**src/rtl/aport_csr_pkg.sv**
```systemverilog
package aport_csr_pkg;
  localparam int DW      = 32;
  localparam int NUM_ERR = 2;

  typedef enum logic [1:0] {
    OP_WR   = 2'd0,
    OP_SET  = 2'd1,
    OP_CLR  = 2'd2,
    OP_NONE = 2'd3
  } alias_op_e;

  localparam int B_RUN   = 0;
  localparam int B_IRQEN = 3;
  localparam int B_CGATE = 30;
  localparam int B_SRST  = 31;
  localparam int B_BUSY  = 0;
  localparam int ERR_LSB = 1;

  localparam logic [DW-1:0] RST_VAL   = 32'hC000_0000;
  localparam logic [DW-1:0] CORE_MASK = 32'hC000_0000;
  localparam logic [DW-1:0] LIVE_MASK = 32'h0000_0009;
  localparam logic [DW-1:0] FMT_MASK  = 32'h0000_3FF6;

  function automatic logic [DW-1:0] apply_alias(logic [DW-1:0] old_v,
                                                logic [DW-1:0] wd,
                                                alias_op_e op);
    case (op)
      OP_WR:   return wd;
      OP_SET:  return old_v | wd;
      OP_CLR:  return old_v & ~wd;
      default: return old_v;
    endcase
  endfunction
endpackage

```
**src/rtl/aport_csr_decode.sv**
```systemverilog
module aport_csr_decode
  import aport_csr_pkg::*;
#(
  parameter int ADDR_W = 5
) (
  input  logic              req_i,
  input  logic              we_i,
  input  logic [ADDR_W-1:0] addr_i,
  output alias_op_e         op_o,
  output logic              stat_sel_o,
  output logic              ctrl_we_o,
  output logic              stat_we_o
);
  localparam int REG_BIT = ADDR_W - 1;

  logic hit;

  always_comb begin
    op_o = (addr_i[1:0] == 2'b00) ? alias_op_e'(addr_i[3:2]) : OP_NONE;
    stat_sel_o = addr_i[REG_BIT];
    hit = req_i & we_i & (op_o != OP_NONE);
    ctrl_we_o = hit & ~stat_sel_o;
    stat_we_o = hit & stat_sel_o;
  end
endmodule

```
**src/rtl/aport_csr_ctrl.sv**
```systemverilog
module aport_csr_ctrl
  import aport_csr_pkg::*;
(
  input  logic          clk_i,
  input  logic          rst_ni,
  input  logic          we_i,
  input  alias_op_e     op_i,
  input  logic [DW-1:0] wdata_i,
  input  logic          busy_i,
  output logic [DW-1:0] ctrl_o
);
  logic [DW-1:0] q, d, cand, mask;

  always_comb begin
    mask = CORE_MASK;
    // gating is judged on the value held before this write
    if (!(q[B_SRST] | q[B_CGATE])) begin
      mask |= LIVE_MASK;
      if (!busy_i) mask |= FMT_MASK;
    end
    cand = apply_alias(q, wdata_i, op_i);
    d = (q & ~mask) | (cand & mask);
  end

  always_ff @(posedge clk_i or negedge rst_ni) begin
    if (!rst_ni)   q <= RST_VAL;
    else if (we_i) q <= d;
  end

  assign ctrl_o = q;
endmodule

```
**src/rtl/aport_csr_stat.sv**
```systemverilog
module aport_csr_stat
  import aport_csr_pkg::*;
(
  input  logic               clk_i,
  input  logic               rst_ni,
  input  logic               we_i,
  input  alias_op_e          op_i,
  input  logic [NUM_ERR-1:0] clr_bits_i,
  input  logic [NUM_ERR-1:0] evt_i,
  output logic [NUM_ERR-1:0] err_o
);
  logic clr_we;
  assign clr_we = we_i & (op_i == OP_CLR);

  for (genvar i = 0; i < NUM_ERR; i++) begin : g_flag
    always_ff @(posedge clk_i or negedge rst_ni) begin
      if (!rst_ni) err_o[i] <= 1'b0;
      else         err_o[i] <= evt_i[i] | (err_o[i] & ~(clr_we & clr_bits_i[i]));
    end
  end
endmodule

```
**src/rtl/aport_csr.sv**
```systemverilog
module aport_csr
  import aport_csr_pkg::*;
#(
  parameter int ADDR_W = 5
) (
  input  logic              clk_i,
  input  logic              rst_ni,
  input  logic              req_i,
  input  logic              we_i,
  input  logic [ADDR_W-1:0] addr_i,
  input  logic [DW-1:0]     wdata_i,
  output logic [DW-1:0]     rdata_o,
  input  logic              busy_i,
  input  logic              underflow_i,
  input  logic              overflow_i,
  output logic [DW-1:0]     ctrl_o,
  output logic              irq_o
);
  localparam int PAD_W = DW - NUM_ERR - 1;

  alias_op_e          op;
  logic               stat_sel, ctrl_we, stat_we;
  logic [NUM_ERR-1:0] err_q, evt;

  assign evt = {overflow_i, underflow_i};

  aport_csr_decode #(.ADDR_W(ADDR_W)) u_dec (
    .req_i(req_i), .we_i(we_i), .addr_i(addr_i),
    .op_o(op), .stat_sel_o(stat_sel), .ctrl_we_o(ctrl_we), .stat_we_o(stat_we)
  );

  aport_csr_ctrl u_ctrl (
    .clk_i(clk_i), .rst_ni(rst_ni), .we_i(ctrl_we), .op_i(op),
    .wdata_i(wdata_i), .busy_i(busy_i), .ctrl_o(ctrl_o)
  );

  aport_csr_stat u_stat (
    .clk_i(clk_i), .rst_ni(rst_ni), .we_i(stat_we), .op_i(op),
    .clr_bits_i(wdata_i[ERR_LSB +: NUM_ERR]), .evt_i(evt), .err_o(err_q)
  );

  always_comb begin
    if (op == OP_NONE)  rdata_o = '0;
    else if (stat_sel)  rdata_o = {{PAD_W{1'b0}}, err_q, busy_i};
    else                rdata_o = ctrl_o;
  end

  assign irq_o = ctrl_o[B_IRQEN] & (|err_q);
endmodule

```
**config.mk**
```make
export PLATFORM = sky130hd
export DESIGN_NAME = aport_csr
export DESIGN_NICKNAME = d
export VERILOG_FILES = /design/src/rtl/aport_csr_pkg.sv /design/src/rtl/aport_csr_decode.sv /design/src/rtl/aport_csr_ctrl.sv /design/src/rtl/aport_csr_stat.sv /design/src/rtl/aport_csr.sv
export SDC_FILE = /design/constraint.sdc
export NUM_CORES = 1
export LEC_CHECK = 0
export ABC_AREA = 1
export BUFFER_PORTS_ARGS = -buffer_cell sky130_fd_sc_hd__clkbuf_2
export CAP_MARGIN = 20
export CORE_MARGIN = 10
export CORE_UTILIZATION = 45
export DETAILED_ROUTE_END_ITERATION = 7
export GPL_ROUTABILITY_DRIVEN = 0
export PLACE_DENSITY = 0.88
export RECOVER_POWER = 100
export SLEW_MARGIN = 10
export SYNTH_ARGS = -nofsm -noshare
export SYNTH_HDL_FRONTEND = slang
export SYNTH_HIERARCHICAL = 1
export SYNTH_SLANG_ARGS = --single-unit
```
**constraint.sdc**
```tcl
create_clock -name clk_i -period 2 [get_ports clk_i]
set_input_delay 0.4 -clock clk_i [delete_from_list [all_inputs] [get_ports clk_i]]
set_output_delay 0.4 -clock clk_i [all_outputs]
set_load 0.02 [all_outputs]
```
==> results of run 1 <==
-- worst reg2reg max path, stage by stage, from the launching register on --
cell	delay, ns
dfstp_2	0.40
nor2_1	0.15
nand2_1	0.11
nor2_4	0.19
inv_2	0.15
nand2_1	0.09
nand2_1	0.06
-- layer usage --
metal  vias to the layer above  wire length (um)  GRT usage, %
met1                       732              1770          13.7
met5                         -                 0             0
met4                         0                17          2.69
met3                         6               724          8.11
met2                        97              2010          22.9
li1                        861                 -             -
-- through the flow --
stage               cells  cell area [um2]
floorplan             282             1640
global placement      370             1850
detailed placement    370             1850
CTS                   374             1880
global route          374             1830
finish                374             1830
-- cell type report --
| class | instances | area (um2) |
|---|---|---|
| well taps | 46 | 57.6 |
| fillers | 381 | 1530 |
| repair buffers | 67 | 314 |
| clock buffers | 4 | 26.3 |
| flip-flops and latches | 18 | 453 |
| multi-input cells | 182 | 766 |
| inverters | 57 | 214 |
-- cell usage in the layout (no fill, tap or decap), drive strengths merged --
cell type  synthesis  routed
nor3               2       2
dfrtp             16      16
dfstp              2       2
a21oi              1       1
o21ai              1       1
nand3b             4       4
inv               57      57
nand4              2       2
nand2             89      89
conb               1      16
nor2              50      50
clkbuf             0      65
buf               25       6
nand3             17      17
-- power by group through the flow --
stage / clock network [mW] / logic [mW] / registers (mW)
final: 0.191 / 0.192 / 0.379
after global routing: 0.211 / 0.215 / 0.381
after CTS: 0.199 / 0.194 / 0.379
after detailed placement: 0 / 0.194 / 0.386
after global placement: 0 / 0.190 / 0.386
after floorplan: 0 / 0.148 / 0.393
-- how the worst min path moves through the flow --
stage / endpoint / slack (ns) / depth (start not counted)
2_1_floorplan: asynchronous set/reset pin / 0.10 / 0
3_5_place_dp: u_stat/err_o[0]$_DFF_PN0_ / 0.38 / 1
4_1_cts: u_stat/err_o[0]$_DFF_PN0_ / 0.04 / 1
6_report: u_stat/err_o[0]$_DFF_PN0_ / 0.24 / 1
5_1_grt: u_stat/err_o[1]$_DFF_PN0_ / 0.28 / 3
3_3_place_gp: u_stat/err_o[0]$_DFF_PN0_ / 0.37 / 1
-- cell families after synthesis --
logic type      share of synthesized area (%)
simple gates                             44.2
flops                                    28.6
compound gates                          0.869
buf+inv                                  26.1
other cells                             0.237
==> metrics.txt, run 1 <==
Vias ~1700; asr flop ratio synth 100%; post-CTS sizing 0; total CTS buffers 3; ys flop type dfrtp_1; wirelength, routed ~4.5 mm; drc violations 0; layout cell share with drive strength beyond 1 between 10% and 20%; 1st-iter DRT viols just under 50; Clock Latency Late Sink approximately 0.3 ns; routed length per instance between 10 and 15 um; P per Cell Area between 400 and 500 nW/um2; crit-path max cell delay around 0.24 ns; length of the first detailed-routing pass in iterations 4; H-tree depth 1; area share of the largest cell type after synthesis around 25%; NetSw about 260 uW; Hold Vio Cnt, Final 0; EDFF count, synth 0; MaxCap Viol Count 0; clock share of power 25.1%; Slew Viols, Final 0; Critical path buffers and inverters 3; Synth Area per Inst ~6 um2; fmax ~0.53 GHz; Die Span Y around 80 um; Global Route Usage Sum 13.4%; Synth area leader dfrtp_1; CTS clk-pin slew, worst paths ~0.11 ns; Final setup viols 0; Ys Warns 6; Sw Share between 30% and 40%; Cell variety after synth 19; die area between 6000 and 7000 um2; VDD IR max about 0.00024 V; Via density 4.53; crit path from addr_i[1]; Leak about 1.0 nW; Root Driver clkbuf_4; worst r2r src u_ctrl/ctrl_o[30]$_DFFE_PN1P_; FP Rows 21; initial antenna violation count 0; Max-slew headroom a little under a third; min Tclk post-route roughly 1.9 ns; sequential power share ~50%; Clock Sinks 18; CTS tree done; Worst EP arrival between 1 and 1.5 ns; Levels on crit path 8; Layout Skew 0.0171 ns; Design Power about 760 uW; Worst path slowest cell clkbuf_1; fin crit share a little over nine tenths; Synth Register Bits 18; combinational power share between 20% and 30%; Setup crit start kind primary input; most frequent cells after synthesis 85 x nand2_1, 54 x inv_1, 48 x nor2_1, 17 x buf_4, 17 x nand3_1; core area between 3000 and 4000 um2; # IOs 109; worst min path class in -> async; Setup WS post-layout 0.123 ns; number of buffers inserted by hold repair at cts 0; Reg2Reg Depth 6; first-pass GRT wire length 7.16 mm; flop-to-flop setup slack ~0.76 ns; HPWL after DPL ~3.6 mm; number of global-route vias before repair about 1600; Post-DRT Antenna Nets 0; area delta synth->final 15.7%; total internal power 501 uW; Post-CTS Setup Bufs 0; outcome finished clean; Fin Hold WS around 0.24 ns; buffer levels on the longest clock path 2; sequential area share after synthesis between 20% and 30%; Die Wd 79.3 um; Starting Density 47.1%; worst path cell trace clkbuf_1, nor2_4, nand2_1, nand2_1, nand2_2, buf_4, nor2_1, clkbuf_1; Top Family by Delay on Critical Path buffers and inverters; unrepaired setup endpoints after global routing no; CP endpoint rdata_o[8]; Inserted Diodes 0; Post-Syn Area ~1600 um2; Setup crit end kind output port; most frequent cell after synthesis nand2_1; Synth area leaders dfrtp_1 25%, nand2_1 20%, inv_1 13%, nor2_1 11%, buf_4 8.1%; I/O Buffers 60; Crit path required time ~1.6 ns; Synth Instances 267; Fin Setup TNS 0 ns; slew of the pin with the lowest slew margin 1.02 ns; critical path class in -> out; pre-CTS setup slack approximately 0.17 ns; Final nets about 370; final design utilization 54.4%; CP Max Fanout 17; Overflow after GRT 0; largest net degree at the start of global routing 19
Note: power is estimated with default switching activity, not from simulation.
==> run 2, diff against run 1 <==
--- a/config.mk
+++ b/config.mk
@@ -9,10 +9,10 @@
 export BUFFER_PORTS_ARGS = -buffer_cell sky130_fd_sc_hd__clkbuf_2
 export CAP_MARGIN = 20
 export CORE_MARGIN = 10
-export CORE_UTILIZATION = 45
+export CORE_UTILIZATION = 38
 export DETAILED_ROUTE_END_ITERATION = 7
 export GPL_ROUTABILITY_DRIVEN = 0
-export PLACE_DENSITY = 0.88
+export PLACE_DENSITY = 0.8
 export RECOVER_POWER = 100
 export SLEW_MARGIN = 10
 export SYNTH_ARGS = -nofsm -noshare
==> constraint.sdc (replaced) <==
create_clock -name clk_i -period 1.6 [get_ports clk_i]
set_input_delay 0.32 -clock clk_i [delete_from_list [all_inputs] [get_ports clk_i]]
set_output_delay 0.32 -clock clk_i [all_outputs]
set_load 0.02 [all_outputs]
==> run 2 against run 1 <==
Utilization decreased by 7.1 points. Non-clock buffer count rose by 4. Design area rose by 4.2%. Worst setup slack worse by 0.043 ns. Wire length rose by 2.4%. Critical path type unchanged. Largest cell class unchanged. Largest power group unchanged.
==> metrics.txt, run 2 (synthesis gave the netlist of run 1 again) <==
design area 1910 um2 (was 1830 um2); Design Power 1.06 mW (was 762 uW); Post-CTS Setup Bufs 0 (unchanged); Inserted Diodes 0 (unchanged); initial antenna violation count 0 (unchanged); Slew Viols, Final 0 (unchanged); Global Route Usage Sum 11.8% (was 13.4%); I/O Buffers 60 (unchanged); P per Cell Area 555 nW/um2 (was 416 nW/um2); critical path class in -> out (unchanged); buffer levels on the longest clock path 2 (unchanged); Die Span Y 84.5 um (was 79.3 um); MaxCap Viol Count 0 (unchanged); Post-DRT Antenna Nets 0 (unchanged); commonest non-fill, non-tap cell in the layout nand2_1 (unchanged); pre-CTS setup slack 0.0105 ns (was 0.172 ns); fin crit share a little over nine tenths; Root Driver clkbuf_8 (was clkbuf_4); unrepaired setup endpoints after global routing no (unchanged); Setup crit start kind primary input (unchanged); Worst path slowest cell clkbuf_2 (was clkbuf_1); # IOs 109 (unchanged); Vias 1647 (was 1696); VDD IR max 0.000293 V (was 0.000236 V); Leak 1.07 nW (was 1.01 nW); length of the first detailed-routing pass in iterations 4 (unchanged); Clock Latency Late Sink 0.25 ns (was 0.30 ns); layout cell share with drive strength beyond 1 20.2% (was 15.5%); FP Rows 23 (was 21); 1st-iter DRT viols 50 (was 49); worst path cell trace clkbuf_2, nor2_4, nand2_1, nand2_2, nand2_2, buf_4, nor2_1, clkbuf_2 (was clkbuf_1, nor2_4, nand2_1, nand2_1, nand2_2, buf_4, nor2_1, clkbuf_1); Final nets 377 (was 373); final design utilization 47.3% (was 54.4%); most frequent cells in the layout 84 x nand2_1, 54 x inv_1, 48 x nor2_1, 36 x clkbuf_2, 21 x clkbuf_1 (was 86 x nand2_1, 55 x inv_1, 48 x nor2_1, 32 x clkbuf_2, 30 x clkbuf_1); worst r2r src u_ctrl/ctrl_o[30]$_DFFE_PN1P_ (unchanged); outcome finished clean (unchanged); Final setup viols 0 (unchanged); CP Max Fanout 7 (was 17); largest net degree at the start of global routing 19 (unchanged); area delta synth->final 20.5% (was 15.7%); crit path from addr_i[1] (unchanged); Layout Skew 0.00428 ns (was 0.0171 ns); Starting Density 39.3% (was 47.1%); HPWL after DPL 3.74 mm (was 3.59 mm); slew of the pin with the lowest slew margin 1.05 ns (was 1.02 ns); crit-path max cell delay 0.18 ns (was 0.24 ns); Max-slew headroom 30.0% (was 31.9%); wirelength, routed 4.63 mm (was 4.52 mm); total CTS buffers 3 (unchanged); Setup crit end kind output port (unchanged); post-CTS sizing 0 (unchanged); routed length per instance 12.1 um (about the same); Via density 4.31 (was 4.53); Setup WS post-layout 0.0796 ns (was 0.123 ns); Fin Setup TNS 0 ns (unchanged); min Tclk post-route ~1.5 ns; worst min path class in -> async (unchanged); Clock Sinks 18 (unchanged); H-tree depth 1 (unchanged); number of buffers inserted by hold repair at cts 0 (unchanged); Hold Vio Cnt, Final 0 (unchanged); drc violations 0 (unchanged); number of global-route vias before repair 1568 (was 1612); dpl cell area 1900 um2 (was 1850 um2); die area 7150 um2 (was 6290 um2); fmax approximately 0.66 GHz; CTS tree done (unchanged); Worst EP arrival 1.20 ns (was 1.48 ns); Crit path required time 1.28 ns (was 1.60 ns); fill cell count 436 (was 381); first-pass GRT wire length 7.25 mm (was 7.16 mm); core area 4030 um2 (was 3360 um2); Die Wd 84.5 um (was 79.3 um); Overflow after GRT 0 (unchanged); CTS clk-pin slew, worst paths 0.07 ns (was 0.11 ns)
run 2: changes by cell type in the layout (fill, tap and decap cells not counted), moves of 2 or more:
cell,delta
nand2_1,-2
clkbuf_1,-9
clkbuf_8,+3
clkbuf_2,+4
buf_2,+4
clkbuf_4,-3
nand2_2,+2
buf_4,+4
run 2: per-stage QoR:
| step | hold slack [ns] | cells |
|---|---|---|
| after CTS | 0.0219 | 382 |
| final | 0.226 | 382 |
| after floorplan | 0.0244 | 282 |
| after detailed placement | 0.306 | 378 |
| after global placement | 0.292 | 378 |
| after global routing | 0.253 | 382 |
run 2: path summary, 6_finish.rpt:
path	to	depth (start not counted)	slack [ns]
worst max-delay path	rdata_o[3]	8	0.08
worst min-delay path	asynchronous set/reset pin	1	0.23
worst max register to register	flip-flop	6	0.45
worst min register to register	u_stat/err_o[1]$_DFF_PN0_	2	0.48
max in group asynchronous	asynchronous set/reset pin	1	0.74
min in group clk_i	u_stat/err_o[1]$_DFF_PN0_	3	0.25
run 2: metal layers:
metal	GRT usage [%]	share of wire [%]
met5	0	0
met4	1.35	0.17
met3	6.18	11
met2	21.3	49
met1	12.1	40
run 2: final cells by class:
class	count	area (um2)	share of cell area, %
well taps	50	62.6	3.28
flip-flops and latches	18	453	23.8
inverters	57	214	11.2
repair buffers	71	362	19.0
multi-input cells	182	771	40.4
clock buffers	4	45.0	2.36
run 2: worst max-delay path: cells and delay by family:
family,cells,cell delay (ns)
buffers and inverters,3,0.44
AND/OR/NAND/NOR,5,0.44
run 2: power by group:
| group | internal [mW] | switching [mW] | total [mW] |
|---|---|---|---|
| clock | 0.177 | 0.156 | 0.333 |
| combinational | 0.0721 | 0.178 | 0.251 |
| sequential | 0.466 | 0.00803 | 0.474 |
| total | 0.715 | 0.343 | 1.06 |
==> run 3, diff against run 2 <==
--- a/config.mk
+++ b/config.mk
@@ -6,7 +6,7 @@
 export NUM_CORES = 1
 export LEC_CHECK = 0
 export ABC_AREA = 1
-export BUFFER_PORTS_ARGS = -buffer_cell sky130_fd_sc_hd__clkbuf_2
+export BUFFER_PORTS_ARGS = -buffer_cell sky130_fd_sc_hd__buf_2
 export CAP_MARGIN = 20
 export CORE_MARGIN = 10
 export CORE_UTILIZATION = 38
==> constraint.sdc (replaced) <==
create_clock -name clk_i -period 1.3 [get_ports clk_i]
set_input_delay 0.26 -clock clk_i [delete_from_list [all_inputs] [get_ports clk_i]]
set_output_delay 0.26 -clock clk_i [all_outputs]
set_load 0.005 [all_outputs]
==> run 3 against run 2 <==
The run now ends with negative setup slack left. Utilization is 5.3 points higher. Critical path depth stayed put. Clock power is 23% higher. Count of clock-buffer cells in the layout stayed put. Largest cell class unchanged. Largest power group unchanged. Highest routed layer unchanged.
==> metrics.txt, run 3 (synthesis gave the netlist of run 1 again) <==
outcome finished with violations (was finished clean); failing checks negative setup slack; Die Span Y 84.5 um (unchanged); Via density 4.41 (was 4.31); Post-DRT Antenna Nets 0 (unchanged); HPWL after DPL 3.74 mm (about the same); Leak 1.26 nW (was 1.07 nW); VDD IR max 0.000312 V (was 0.000293 V); Vias 1741 (was 1647); Setup crit start kind primary input (unchanged); CTS clk-pin slew, worst paths 0.07 ns (about the same); Worst EP arrival 1.08 ns (was 1.20 ns); total CTS buffers 3 (unchanged); min Tclk post-route around 1.3 ns; commonest non-fill, non-tap cell in the layout nand2_1 (unchanged); Die Wd 84.5 um (unchanged); H-tree depth 1 (unchanged); first-pass GRT wire length 7.98 mm (was 7.25 mm); worst r2r src u_ctrl/ctrl_o[30]$_DFFE_PN1P_ (unchanged); buffer levels on the longest clock path 2 (unchanged); routed length per instance 12.2 um (was 12.1 um); most frequent cells in the layout 82 x nand2_1, 57 x buf_2, 54 x inv_1, 39 x nor2_1, 20 x buf_4 (was 84 x nand2_1, 54 x inv_1, 48 x nor2_1, 36 x clkbuf_2, 21 x clkbuf_1); Overflow after GRT 0 (unchanged); Inserted Diodes 0 (unchanged); largest net degree at the start of global routing 19 (unchanged); CP Max Fanout 5 (was 7); Final setup viols 14 (was 0); Clock Latency Late Sink 0.26 ns (was 0.25 ns); FP Rows 23 (unchanged); # IOs 109 (unchanged); 1st-iter DRT viols 78 (was 50); Crit path required time 1.04 ns (was 1.28 ns); unrepaired setup endpoints after global routing yes (was no); Slew Viols, Final 0 (unchanged); crit path from addr_i[0] (was addr_i[1]); CTS tree done (unchanged); Setup WS post-layout -0.0442 ns (was 0.0796 ns); fmax roughly 0.74 GHz; worst min path class in -> reg (was in -> async); I/O Buffers 60 (unchanged); pre-CTS setup slack -0.155 ns (was 0.0105 ns); layout cell share with drive strength beyond 1 32.5% (was 20.2%); MaxCap Viol Count 0 (unchanged); area delta synth->final 34.1% (was 20.5%); number of global-route vias before repair 1730 (was 1568); Setup crit end kind output port (unchanged); Worst Hold Launch overflow_i; die area 7150 um2 (unchanged); critical path class in -> out (unchanged); P per Cell Area 608 nW/um2 (was 555 nW/um2); Placed Instances 381 (was 378); Clock Sinks 18 (unchanged); fin crit share 103%; Global Route Usage Sum 13.1% (was 11.8%); wirelength, routed 4.82 mm (was 4.63 mm); Hold Vio Cnt, Final 0 (unchanged); Root Driver clkbuf_8 (unchanged); Layout Skew 0.00784 ns (was 0.00428 ns); Final nets 390 (was 377); core area 4030 um2 (unchanged); fin cells 395 (was 382); initial antenna violation count 0 (unchanged); length of the first detailed-routing pass in iterations 6 (was 4); Starting Density 39.3% (unchanged); drc violations 0 (unchanged)
run 3: layout make-up:
class                      count  area (um2)
sequential                    18         453
timing repair buffer          84         507
tap                           50        62.6
fill                         402        1910
multi-input combinational    182         838
inverter                      57         216
clock buffer                   4        45.0
run 3: worst paths after layout:
kind / endpoint / slack (ns) / depth (start not counted)
worst max register to register: flip-flop / 0.06 / 7
max in group asynchronous: u_ctrl/ctrl_o[30]$_DFFE_PN1P_ / 0.45 / 2
worst min-delay path: u_stat/err_o[1]$_DFF_PN0_ / 0.18 / 3
worst min register to register: u_stat/err_o[1]$_DFF_PN0_ / 0.47 / 2
min in group asynchronous: u_stat/err_o[0]$_DFF_PN0_ / 0.49 / 2
worst max-delay path: rdata_o[8] / -0.04 / 8
run 3: power breakdown:
part           switching, mW  internal, mW
clock network          0.193         0.218
logic                  0.175         0.124
registers            0.00790         0.573
run 3: critical path, cell delays in order:
cell     delay, ns
buf_6         0.10
nor2_4        0.15
nand2_2       0.10
nand2_4       0.08
nand2_4       0.06
buf_4         0.15
nor2_1        0.07
buf_2         0.11
run 3: per-layer routing:
metal  track usage (%)  vias to the layer above  part of all wire, %
met5                 0                        -                    0
li1                  -                      888                    -
met3              6.47                        4                   12
met4              3.14                        0                 0.62
met2              23.5                       72                   50
met1              13.3                      777                   37
run 3: timing repair:
action / in CTS / in global routing
cloned: 1 / 0
setup endpoints to repair: 16 / 30
hold endpoints to repair: 16 / 0
gates resized for setup: 9 / 16
pin swaps: 3 / 0
hold buffers: 1 / 0
buffers inserted: 6 / 2
run 3: stage by stage:
step / power, mW / util [%] / setup TNS (ns) / area (um2) / hold WS (ns)
floorplan: 0.765 / - / 0 / 1640 / -0.0356
global route: 1.37 / 52.7 / -1.64 / 2120 / 0.186
CTS: 1.28 / 50.9 / -0.128 / 2050 / 0.178
finish: 1.29 / 52.7 / -0.397 / 2120 / 0.180
detailed placement: 0.841 / 47.5 / -3.72 / 1910 / 0.228
global placement: 0.836 / 47.5 / -2.83 / 1910 / 0.219
